$ cat config.mk
export PLATFORM = sky130hd
export DESIGN_NAME = main_ctrl_decoder
export DESIGN_NICKNAME = d
export VERILOG_FILES = /design/src/rtl/mcd_pkg.sv /design/src/rtl/mcd_classify.sv /design/src/rtl/mcd_flow.sv /design/src/rtl/mcd_dpath.sv /design/src/rtl/main_ctrl_decoder.sv
export SDC_FILE = /design/constraint.sdc
export NUM_CORES = 1
export LEC_CHECK = 0
export BUFFER_PORTS_ARGS = -buffer_cell sky130_fd_sc_hd__buf_2
export CORE_AREA = 2 2 39 41
export DETAILED_ROUTE_END_ITERATION = 10
export DIE_AREA = 0 0 41 43
export PLACE_DENSITY_LB_ADDON = 0.25
export REMOVE_ABC_BUFFERS = 1
export SETUP_SLACK_MARGIN = 0.1
export SYNTH_ARGS = -nofsm -noshare
export SYNTH_HDL_FRONTEND = slang
export SYNTH_SLANG_ARGS = --single-unit
$ cat constraint.sdc
create_clock -name vclk -period 1.6
set_input_delay 0.08 -clock vclk [all_inputs]
set_output_delay 0.08 -clock vclk [all_outputs]
set_load 0.01 [all_outputs]
$ cat src/rtl/mcd_pkg.sv
package mcd_pkg;
  localparam int OPC_W = 6;
  localparam int FN_W  = 6;

  localparam logic [OPC_W-1:0] OPC_SPECIAL = 6'h00;
  localparam logic [OPC_W-1:0] OPC_JUMP    = 6'h02;
  localparam logic [OPC_W-1:0] OPC_JLINK   = 6'h03;
  localparam logic [OPC_W-1:0] OPC_BEQ     = 6'h04;
  localparam logic [OPC_W-1:0] OPC_ADDI    = 6'h08;
  localparam logic [OPC_W-1:0] OPC_SLTIU   = 6'h0B;
  localparam logic [OPC_W-1:0] OPC_ANDI    = 6'h0C;
  localparam logic [OPC_W-1:0] OPC_ORI     = 6'h0D;
  localparam logic [OPC_W-1:0] OPC_LOAD    = 6'h23;
  localparam logic [OPC_W-1:0] OPC_STORE   = 6'h2B;
  localparam logic [FN_W-1:0]  FN_JREG     = 6'h08;
  localparam logic [FN_W-1:0]  FN_JRLINK   = 6'h09;

  typedef enum logic [1:0] {PCS_SEQ = 2'd0, PCS_BR = 2'd1, PCS_JMP = 2'd2, PCS_REG = 2'd3} pcs_e;
  typedef enum logic [1:0] {DST_RT = 2'd0, DST_RD = 2'd1, DST_LINK = 2'd2} dst_e;
  typedef enum logic [1:0] {OPB_RT = 2'd0, OPB_SEXT = 2'd1, OPB_ZEXT = 2'd2} opb_e;
  typedef enum logic [1:0] {WS_ALU = 2'd0, WS_MEM = 2'd1, WS_RET = 2'd2} wsrc_e;
  typedef enum logic [2:0] {AO_ADD = 3'd0, AO_SUB = 3'd1, AO_FUNCT = 3'd2,
                            AO_AND = 3'd3, AO_OR = 3'd4, AO_SLTU = 3'd5} aluop_e;

  typedef enum logic [3:0] {
    K_ILLEGAL, K_ALU_R, K_JR, K_JALR, K_LW, K_SW, K_BEQ,
    K_J, K_JAL, K_ADDI, K_ANDI, K_ORI, K_SLTIU
  } kind_e;

  // Sort an instruction into one kind; the function code only matters for opcode 0.
  function automatic kind_e classify(input logic [OPC_W-1:0] opc, input logic [FN_W-1:0] fn);
    kind_e k;
    case (opc)
      OPC_SPECIAL: begin
        if (fn == FN_JREG)        k = K_JR;
        else if (fn == FN_JRLINK) k = K_JALR;
        else                      k = K_ALU_R;
      end
      OPC_LOAD:  k = K_LW;
      OPC_STORE: k = K_SW;
      OPC_BEQ:   k = K_BEQ;
      OPC_JUMP:  k = K_J;
      OPC_JLINK: k = K_JAL;
      OPC_ADDI:  k = K_ADDI;
      OPC_ANDI:  k = K_ANDI;
      OPC_ORI:   k = K_ORI;
      OPC_SLTIU: k = K_SLTIU;
      default:   k = K_ILLEGAL;
    endcase
    return k;
  endfunction

  // Kinds that save a return address in register 31.
  function automatic logic links(input kind_e k);
    return (k == K_JAL) || (k == K_JALR);
  endfunction

  // Kinds whose immediate is zero-extended.
  function automatic logic zext_imm(input kind_e k);
    return (k == K_ANDI) || (k == K_ORI) || (k == K_SLTIU);
  endfunction
endpackage

$ cat src/rtl/mcd_classify.sv
module mcd_classify
  import mcd_pkg::*;
(
  input  logic [OPC_W-1:0] opc,
  input  logic [FN_W-1:0]  fn,
  output kind_e            kind,
  output logic             illegal,
  output logic             link
);
  always_comb begin
    kind    = classify(opc, fn);
    illegal = (kind == K_ILLEGAL);
    link    = links(kind);
  end
endmodule

$ cat src/rtl/mcd_flow.sv
module mcd_flow
  import mcd_pkg::*;
(
  input  kind_e kind,
  output pcs_e  pcs,
  output logic  br
);
  always_comb begin
    pcs = PCS_SEQ;
    br  = 1'b0;
    case (kind)
      K_BEQ:        begin pcs = PCS_BR; br = 1'b1; end
      K_J, K_JAL:   pcs = PCS_JMP;
      K_JR, K_JALR: pcs = PCS_REG;
      default:      pcs = PCS_SEQ;
    endcase
  end
endmodule

$ cat src/rtl/mcd_dpath.sv
module mcd_dpath
  import mcd_pkg::*;
(
  input  kind_e  kind,
  input  logic   link,
  output dst_e   dst,
  output opb_e   opb,
  output wsrc_e  ws,
  output aluop_e aop,
  output logic   rw,
  output logic   mrd,
  output logic   mwr
);
  always_comb begin
    dst = DST_RT;
    ws  = WS_ALU;
    aop = AO_ADD;
    rw  = 1'b0;
    mrd = 1'b0;
    mwr = 1'b0;
    if (zext_imm(kind))
      opb = OPB_ZEXT;
    else if (kind == K_LW || kind == K_SW || kind == K_ADDI)
      opb = OPB_SEXT;
    else
      opb = OPB_RT;
    if (link) begin
      dst = DST_LINK;
      ws  = WS_RET;
      rw  = 1'b1;
    end
    case (kind)
      K_ALU_R, K_JR, K_JALR: begin
        aop = AO_FUNCT;
        if (kind == K_ALU_R) begin dst = DST_RD; rw = 1'b1; end
      end
      K_LW:    begin mrd = 1'b1; rw = 1'b1; ws = WS_MEM; end
      K_SW:    mwr = 1'b1;
      K_BEQ:   aop = AO_SUB;
      K_ADDI:  rw = 1'b1;
      K_ANDI:  begin aop = AO_AND;  rw = 1'b1; end
      K_ORI:   begin aop = AO_OR;   rw = 1'b1; end
      K_SLTIU: begin aop = AO_SLTU; rw = 1'b1; end
      default: ;
    endcase
  end
endmodule

$ cat src/rtl/main_ctrl_decoder.sv
module main_ctrl_decoder
  import mcd_pkg::*;
(
  input  logic [5:0] opcode,
  input  logic [5:0] funct,
  output logic [1:0] pc_src,
  output logic       branch,
  output logic [1:0] reg_dst,
  output logic [1:0] alu_src,
  output logic [1:0] wb_src,
  output logic [2:0] alu_op,
  output logic       reg_write,
  output logic       mem_read,
  output logic       mem_write
);
  kind_e  kind;
  logic   is_illegal;
  logic   is_link;
  pcs_e   pcs;
  dst_e   dst;
  opb_e   opb;
  wsrc_e  ws;
  aluop_e aop;

  mcd_classify u_cls (.opc(opcode), .fn(funct), .kind(kind), .illegal(is_illegal), .link(is_link));
  mcd_flow     u_flow (.kind(kind), .pcs(pcs), .br(branch));
  mcd_dpath    u_dp (.kind(kind), .link(is_link), .dst(dst), .opb(opb), .ws(ws), .aop(aop),
                     .rw(reg_write), .mrd(mem_read), .mwr(mem_write));

  assign pc_src  = pcs;
  assign reg_dst = dst;
  assign alu_src = opb;
  assign wb_src  = ws;
  assign alu_op  = aop;
endmodule

# After elaboration in Yosys (flattened, before gate mapping)
# Cells that the tools add are included.
# totals
register_bits	0
input_bits	12
word_cells	50
output_inout_bits	15
# classes
eq_ne	23
reduce_logical	10
mux	17
# ops
operator	n
one-hot mux 4 bit (10 select lines)	1
== test 6 x 4 -> 1 bit, second input constant	6
== test 4 bit, second input constant	5
== test 4 x 3 -> 1 bit, second input constant	4
one-hot mux 3 bit (5 select lines)	1
== test 6 x 2 -> 1 bit, second input constant	2
== test 6 bit, second input constant	2
2-to-1 mux 2 bit	6
== test 4 x 2 -> 1 bit, second input constant	2
== test 6 x 3 -> 1 bit, second input constant	1
zero test 6 bit	1
2-to-1 mux 1 bit	6
one-hot mux 2 bit (3 select lines)	1
logical OR 1 bit	5
OR reduction 5 bit	1
== test 4 x 1 -> 1 bit, second input constant	1
2-to-1 mux 4 bit	1
OR reduction 2 bit	2
OR reduction 3 bit	1
one-hot mux 1 bit (2 select lines)	1

# Longest topological paths before layout
# Gate-level depths: netlist (run 1).
# depth
depth_word	9
ltp_mapped	5
ltp_nobuf	4

# Cells and area by module
# From an unflattened synthesis (run 1), not the netlist that was laid out.
# hier_totals
hier_cells	76
area_unflattened_um2	531.8
# modules_own_cells
module	seq_area_each_um2	n_inst	cells_each	area_per_inst_um2
mcd_classify	0.0	1	41	274.0
mcd_dpath	0.0	1	29	215.2
mcd_flow	0.0	1	6	42.5

# Worst setup path before layout (run 1)
# OpenSTA, ideal clock, no wires.
# synth_path
kind	input to output
from	in opcode[5]
to	out reg_write
path_slack_ps	122
path_stages	4
path_buffers	1
arrival_time_ps	1398
required_time_ps	1520
cell_sequence	clkbuf_1 nor4_2 o211ai_1 a2111oi_0
# synth_via
elab_chain_len	7
elab_cells_between_ends	26
cone_classes	18 x eq/ne; 4 x mux; 4 x reduce/logical
# synth_lines
item	line	rtl
start: declaration	main_ctrl_decoder.sv:4	input logic [5:0] opcode,
== test 6 x 4 -> 1 bit, or another cell as far along	mcd_pkg.sv:33	case (opc)
one-hot mux 4 bit (10 select lines) (*)	mcd_pkg.sv:33	
== test 4 bit / == test 4 x 2 -> 1 bit (equally long branches)	mcd_pkg.sv:55, mcd_dpath.sv:32	
logical OR 1 bit	mcd_pkg.sv:55	return (k == K_JAL) || (k == K_JALR);
2-to-1 mux 1 bit	mcd_dpath.sv:27	if (link) begin
2-to-1 mux 1 bit	mcd_dpath.sv:35	if (kind == K_ALU_R) begin dst = DST_RD; rw = 1'b1; end
one-hot mux 1 bit (2 select lines) (*)	mcd_dpath.sv:32	case (kind)
end: declaration	main_ctrl_decoder.sv:12	output logic reg_write,
# Mark *: on every way between the ends. The rest lies on a longest branch, timed or not.

# Worst setup path after layout (run 1)
# layout_path
from	in funct[2]
to	out wb_src[1]
# layout_via
elab_chain_len	8
elab_cells_between_ends	11
cone_classes	5 x eq/ne; 5 x mux; 1 x reduce/logical
# layout_lines
item	line	rtl
start: declaration	main_ctrl_decoder.sv:5	input logic [5:0] funct,
== test 6 x 4 -> 1 bit	mcd_pkg.sv:36	else if (fn == FN_JRLINK) k = K_JALR;
2-to-1 mux 2 bit	mcd_pkg.sv:36	
2-to-1 mux 4 bit (*)	mcd_pkg.sv:35	if (fn == FN_JREG) k = K_JR;
one-hot mux 4 bit (10 select lines) (*)	mcd_pkg.sv:33	
== test 4 bit / == test 4 x 2 -> 1 bit (equally long branches)	mcd_pkg.sv:55	
logical OR 1 bit	mcd_pkg.sv:55	
2-to-1 mux 2 bit	mcd_dpath.sv:27	
2-to-1 mux 2 bit (*)	mcd_dpath.sv:32	
end: declaration	main_ctrl_decoder.sv:10	output logic [1:0] wb_src,
# Marked as above.

==> results of run 1 <==
## power groups by stage
stage	clock, mW	sequential [mW]	combinational, mW
after floorplan	0	0	0.0478
after global placement	0	0	0.117
after detailed placement	0	0	0.118
after CTS	0	0	0.124
after global routing	0	0	0.138
final	0	0	0.125
## worst paths after layout
kind                  slack [ns]  startpoint  cells past startpoint          to
worst min-delay path        0.51   opcode[4]                      3  alu_src[0]
worst max-delay path        0.01    funct[2]                      6   wb_src[1]
## stage by stage
stage	TNS, ns	hold WS (ns)	area [µm²]	setup WS, ns
CTS	0	0.525	638	0.0190
detailed placement	-0.0116	0.519	616	-0.00758
global route	-0.132	0.548	638	-0.0412
global placement	-0.0191	0.513	616	-0.0144
finish	0	0.515	638	0.0133
floorplan	0	0.206	378	0.156
## final cells by class
cell class	instances	area [µm²]	area share [%]
multi-input cells	58	387	60.6
well taps	16	20.0	3.14
repair buffers	39	231	36.3
## layout by cell type (no fill, tap or decap), types with 3 or more instances in the layout
cell type   n
buf_2      26
buf_4      12
nor2_1     10
nand2_1     4
and4b_1     3
nand3_1     3
a21oi_1     3
## routing by layer
layer	vias to the layer above	track usage, %
met3	0	0
met2	23	27.5
met5	-	0
li1	313	-
met4	0	0
met1	273	27.5
## repair_timing
| item | 4_1_cts | 5_1_grt |
|---|---|---|
| setup endpoints to repair | 6 | 6 |
| gates resized for setup | 4 | 0 |
| pin swaps | 3 | 2 |
| hold buffers | 0 | 0 |
| setup buffers | 1 | 0 |
## kinds of logic after synthesis
family                 synth area share, %
XOR/XNOR                              2.16
AND/OR/NAND/NOR                       54.6
multiplexers                          5.25
buffers and inverters                 6.79
AO/OA/AOI/OAI                         31.2
## critical path, cell delays in order
cell	delay, ns
buf_6	0.09
or4b_4	0.53
or2_4	0.26
a211o_1	0.27
a21boi_1	0.13
buf_2	0.15
==> run metrics, run 1 <==
outcome complete, no violations; Final Setup Violations 0; final cell count without fillers 113; Residual DRC 0; initial core utilization 29.3%; via count 609; sw power 65.1 µW; Routability Congestion 0.877; hpwl dp 1.06 mm; DR top layer met3; largest net degree at the start of global routing 14; critical path peak fanout 4; share of the synthesized area in the top cell type 9.26%; minimum clock period 1.59 ns; max_cap viols 0; antenna violations before repair 0; total length of routed wires 1.40 mm; internal power 59.8 µW; Cell Area, Synth 405 µm²; Core ar. 0.00138 mm²; Final Core Density 46.1%; yosys warns 0; die width 41 µm; first-pass GRT wire length 2.29 mm; number of fill cells 163; Sequential Power Share 0%; worst-margin pin slew 0.310 ns; Layout area overhead 57.4%; Final Hold Violating Endpoints 0; Starting DRT DRC Count 10; Synth Instances 64; number of global-route vias before repair 506; period utilization 99.2%; critical path class in -> out; kind of start point of the critical path primary input; chip height 43 µm; Worst EP required 1.52 ns; met1 wire length 665 µm; Clock Power Share 0%; syn_area_per_cell 6.33 µm²; Gate power share 100.0%; Total Power 125 µW; NumNets Final 111; routed len/inst 12.4 µm; top-count cell post-synth nor2_1; Synth area leader nor2_1; router iterations before antenna repair 5; FP Rows 14; hold crit path type in -> out; synth top area cells nor2_1, and4b_1, a21oi_1; # IOs 27; synth unique cells 38; layout cells sized above 1 46.4%; Sw Ratio 52.1%; Via density 5.39; met2 WL 643 µm; dpl cells 112; Pwr Density 196 mW/mm²; VDD IR max 88.1 µV; Seq cells 0; FF/Latch Area 0 µm²; post-route ant nets 0; Worst setup EP type output port; ANT cells 0; Max Slew Vio Count 0; commonest cells in the netlist nor2_1, nand2_1; Slew HR 79.3%; FMAX 630 MHz; WL met3 90 µm; post-synthesis sequential area ratio 0%; WP data arrival 1.51 ns; total gr overflow 0; Clock Buffer Count 0; die area 0.00176 mm²; Port Buffers 27; RSZ-0062 raised after global routing true; GRT Total Usage 17.5%; Leak 0.316 nW
Power figures use the tool's default switching activity.
==> run 2, diff against run 1 <==
SETUP_SLACK_MARGIN = 0.3   (was 0.1)
==> run 2 against run 1 <==
Effect of this change:
- combinational power is 7% higher
- count of clock-buffer cells in the layout stayed put
- critical path depth stayed put
- via count is 2.0% higher
- critical path type unchanged
- critical endpoint unchanged
- largest power group unchanged
==> run metrics, run 2 (synthesis results as in run 1) <==
Max Slew Vio Count 0; routed len/inst 12.8 µm; number of global-route vias before repair 515; placed cell areas 616 µm²; Via density 5.45; final instance area 672 µm²; Residual DRC 0; via count 621; kind of start point of the critical path primary input; initial core utilization 29.3%; antenna violations before repair 0; RSZ-0062 raised after global routing true; CP cell instances buf_6, or4b_4, or2_4, a211o_1, a21boi_1, buf_2; commonest non-fill, non-tap cell in the layout buf_2; hold crit path type in -> out; Post-Place Setup Slack -0.00758 ns; max_cap viols 0; most frequent cells in the layout buf_2, buf_4, nor2_1; largest net degree at the start of global routing 14; die width 41 µm; FF/Latch Area 0 µm²; post-route ant nets 0; VDD IR max 96.0 µV; critical path class in -> out; worst-margin pin slew 0.315 ns; Final Hold Violating Endpoints 0; FMAX 630 MHz; Seq cells 0; Core ar. 0.00138 mm²; Routability Congestion 0.877; Port Buffers 27; ANT cells 0; first-pass GRT wire length 2.35 mm; WP data arrival 1.51 ns; layout cells sized above 1 51.0%; CP max stage cell or4b_4; outcome complete, no violations; # IOs 27; Layout area overhead 65.7%; worst setup margin 0.0117 ns; NumNets Final 112; minimum clock period 1.59 ns; GRT Total Usage 18.0%; Leak 0.327 nW; total gr overflow 0; hpwl dp 1.06 mm; Worst setup EP type output port; total length of routed wires 1.46 mm; Final Setup Violations 0; Slew HR 78.8%; critical path peak fanout 4; Starting DRT DRC Count 7; Clock Buffer Count 0; chip height 43 µm; period utilization 99.3%; Pwr Density 199 mW/mm²; FP Rows 14; router iterations before antenna repair 4; Worst EP required 1.52 ns; die area 0.00176 mm²; crit-path max cell delay 0.53 ns
run 2: cell count changes in the layout (fill, tap and decap cells not counted), sizes merged:
cell | previous run | this run
clkbuf | 0 | 1
run 2: where the power goes:
| part | internal (mW) | switching, mW |
|---|---|---|
| logic | 0.0634 | 0.0702 |
| clock network | 0 | 0 |
| registers | 0 | 0 |
| total | 0.0634 | 0.0702 |
run 2: routing by layer:
| layer | wire length [µm] | global-route usage [%] |
|---|---|---|
| met1 | 659 | 27.5 |
| met5 | 0 | 0 |
| met2 | 701 | 29.1 |
| met4 | 0 | 0 |
| met3 | 101 | 0 |
run 2: final timing paths:
kind       from         to  slack (ns)  cells after the start
min   opcode[4]  reg_write        0.54                      3
max    funct[2]  wb_src[1]        0.01                      6
run 2: layout make-up:
| cell class | instances | area, µm² |
|---|---|---|
| fillers | 161 | 712 |
| multi-input cells | 58 | 410 |
| repair buffers | 40 | 241 |
| well taps | 16 | 20.0 |
run 2: critical path, delay by kind of cell:
kind	cells	cell delay (ns)
buf+inv	2	0.24
compound gates	2	0.40
simple gates	2	0.79
run 2: metrics by stage:
stage	util [%]	instances	hold WS (ns)	TNS [ns]	total power, mW
4_1_cts	46.8	114	0.525	0	0.125
3_5_place_dp	44.5	112	0.519	-0.0116	0.118
5_1_grt	48.6	114	0.573	-0.0903	0.147
6_report	48.6	114	0.543	0	0.134
3_3_place_gp	44.5	112	0.513	-0.0191	0.117
2_1_floorplan	-	58	0.206	0	0.0478
run 2: timing repair:
item | in CTS | in global routing
buffers inserted | 2 | 0
pin swaps | 3 | 5
hold endpoints to repair | 0 | 0
resized for setup | 5 | 5
hold buffers | 0 | 0
endpoints found under the setup margin | 8 | 8
==> run 3, diff against run 2 <==
RECOVER_POWER = 25   (was default)
==> run 3 against run 2 <==
Effect of this change:
- setup slack unchanged
- combinational power about the same
- critical path type unchanged
- flip-flop and latch count unchanged
- total power decreased by 0.11%
- maximum frequency unchanged
- largest cell class unchanged
==> run metrics, run 3 (synthesis results as in run 1) <==
outcome complete, no violations; Max Slew Vio Count 0; chip height 43 µm; Routability Congestion 0.877; hpwl dp 1.06 mm; max_cap viols 0; FF/Latch Area 0 µm²; Worst Min Path Start opcode[4]; via count 623; Seq cells 0; FMAX 630 MHz; Worst EP required 1.52 ns; Residual DRC 0; number of global-route vias before repair 515; Hold EP reg_write; Clock Buffer Count 0; worst-margin pin slew 0.315 ns; Core ar. 0.00138 mm²; CP max stage cell or4b_4; worst hold margin 0.543 ns; layout cells sized above 1 50.0%; antenna violations before repair 0; period utilization 99.3%; WHS Path Cells 3; final setup TNS 0 ns; first-pass GRT wire length 2.35 mm; combined area of the multi-input logic cells 410 µm²; ANT cells 0; RSZ-0062 raised after global routing true; Final Setup Violations 0; Worst setup EP type output port; internal power 63.3 µW; Sw Ratio 52.6%; GRT Total Usage 18.0%; Via density 5.46; router iterations before antenna repair 4; NumNets Final 112; largest net degree at the start of global routing 14; Final Hold Violating Endpoints 0; total gr overflow 0; number of fill cells 162; Gate power share 100.0%; post-route ant nets 0; critical path peak fanout 4; most frequent cells in the layout buf_2, buf_4, nor2_1; commonest non-fill, non-tap cell in the layout buf_2; kind of start point of the critical path primary input; Layout area overhead 65.4%; Pwr Density 199 mW/mm²; Slew HR 78.8%; CP cell instances buf_6, or4b_4, or2_4, a211o_1, a21boi_1, buf_2; WP data arrival 1.51 ns; VDD IR max 97.0 µV; # IOs 27; Starting DRT DRC Count 7; Leak 0.323 nW; FP Rows 14; total length of routed wires 1.46 mm; die area 0.00176 mm²; routed len/inst 12.8 µm; Sequential Power Share 0%; hold crit path type in -> out; sw power 70.2 µW; initial core utilization 29.3%; minimum clock period 1.59 ns; Clock Power Share 0%; crit-path max cell delay 0.53 ns; critical path class in -> out; Port Buffers 27; die width 41 µm
## run 3: power groups by stage
stage | clock [mW] | combinational (mW) | sequential [mW]
5_1_grt | 0 | 0.147 | 0
4_1_cts | 0 | 0.125 | 0
2_1_floorplan | 0 | 0.0478 | 0
3_5_place_dp | 0 | 0.118 | 0
6_report | 0 | 0.133 | 0
3_3_place_gp | 0 | 0.117 | 0
## run 3: through the flow
stage | std cells | instance area (µm²) | setup WS (ns) | total power [mW] | utilization [%]
CTS | 114 | 648 | 0.0207 | 0.125 | 46.8
finish | 114 | 671 | 0.0117 | 0.133 | 48.5
detailed placement | 112 | 616 | -0.00758 | 0.118 | 44.5
global route | 114 | 671 | -0.0386 | 0.147 | 48.5
floorplan | 58 | 378 | 0.156 | 0.0478 | -
global placement | 112 | 616 | -0.0144 | 0.117 | 44.5
## run 3: metal layers
metal  global-route usage [%]  vias up  wire length, µm
met2                     29.1       25              702
met5                        0        -                0
met3                        0        0              100
met1                     27.5      284              653
li1                         -      314                -
met4                        0        0                0
## run 3: worst max-delay path by stage
stage	to	startpoint	slack, ns	depth (start not counted)
after floorplan	reg_dst[1]	funct[2]	0.16	4
after global placement	alu_op[0]	opcode[2]	-0.01	6
after detailed placement	alu_op[0]	opcode[2]	-0.008	6
after CTS	reg_dst[1]	funct[2]	0.02	6
after global routing	wb_src[1]	funct[2]	-0.04	6
final	wb_src[1]	funct[2]	0.01	6
## run 3: layout make-up
| cell class | count | area share (%) |
|---|---|---|
| Tap cell | 16 | 2.99 |
| Multi-Input combinational cell | 58 | 61.2 |
| Timing Repair Buffer | 40 | 35.8 |
## run 3: what timing repair did
action,in CTS,in global routing
setup endpoints to repair,8,8
buffers inserted,2,0
hold buffers,0,0
resized for setup,5,5
pin swaps,3,5
## run 3: worst max-delay path, delay by kind of cell
kind | cells | cell delay (ns)
simple gates | 2 | 0.79
compound gates | 2 | 0.40
buf+inv | 2 | 0.24
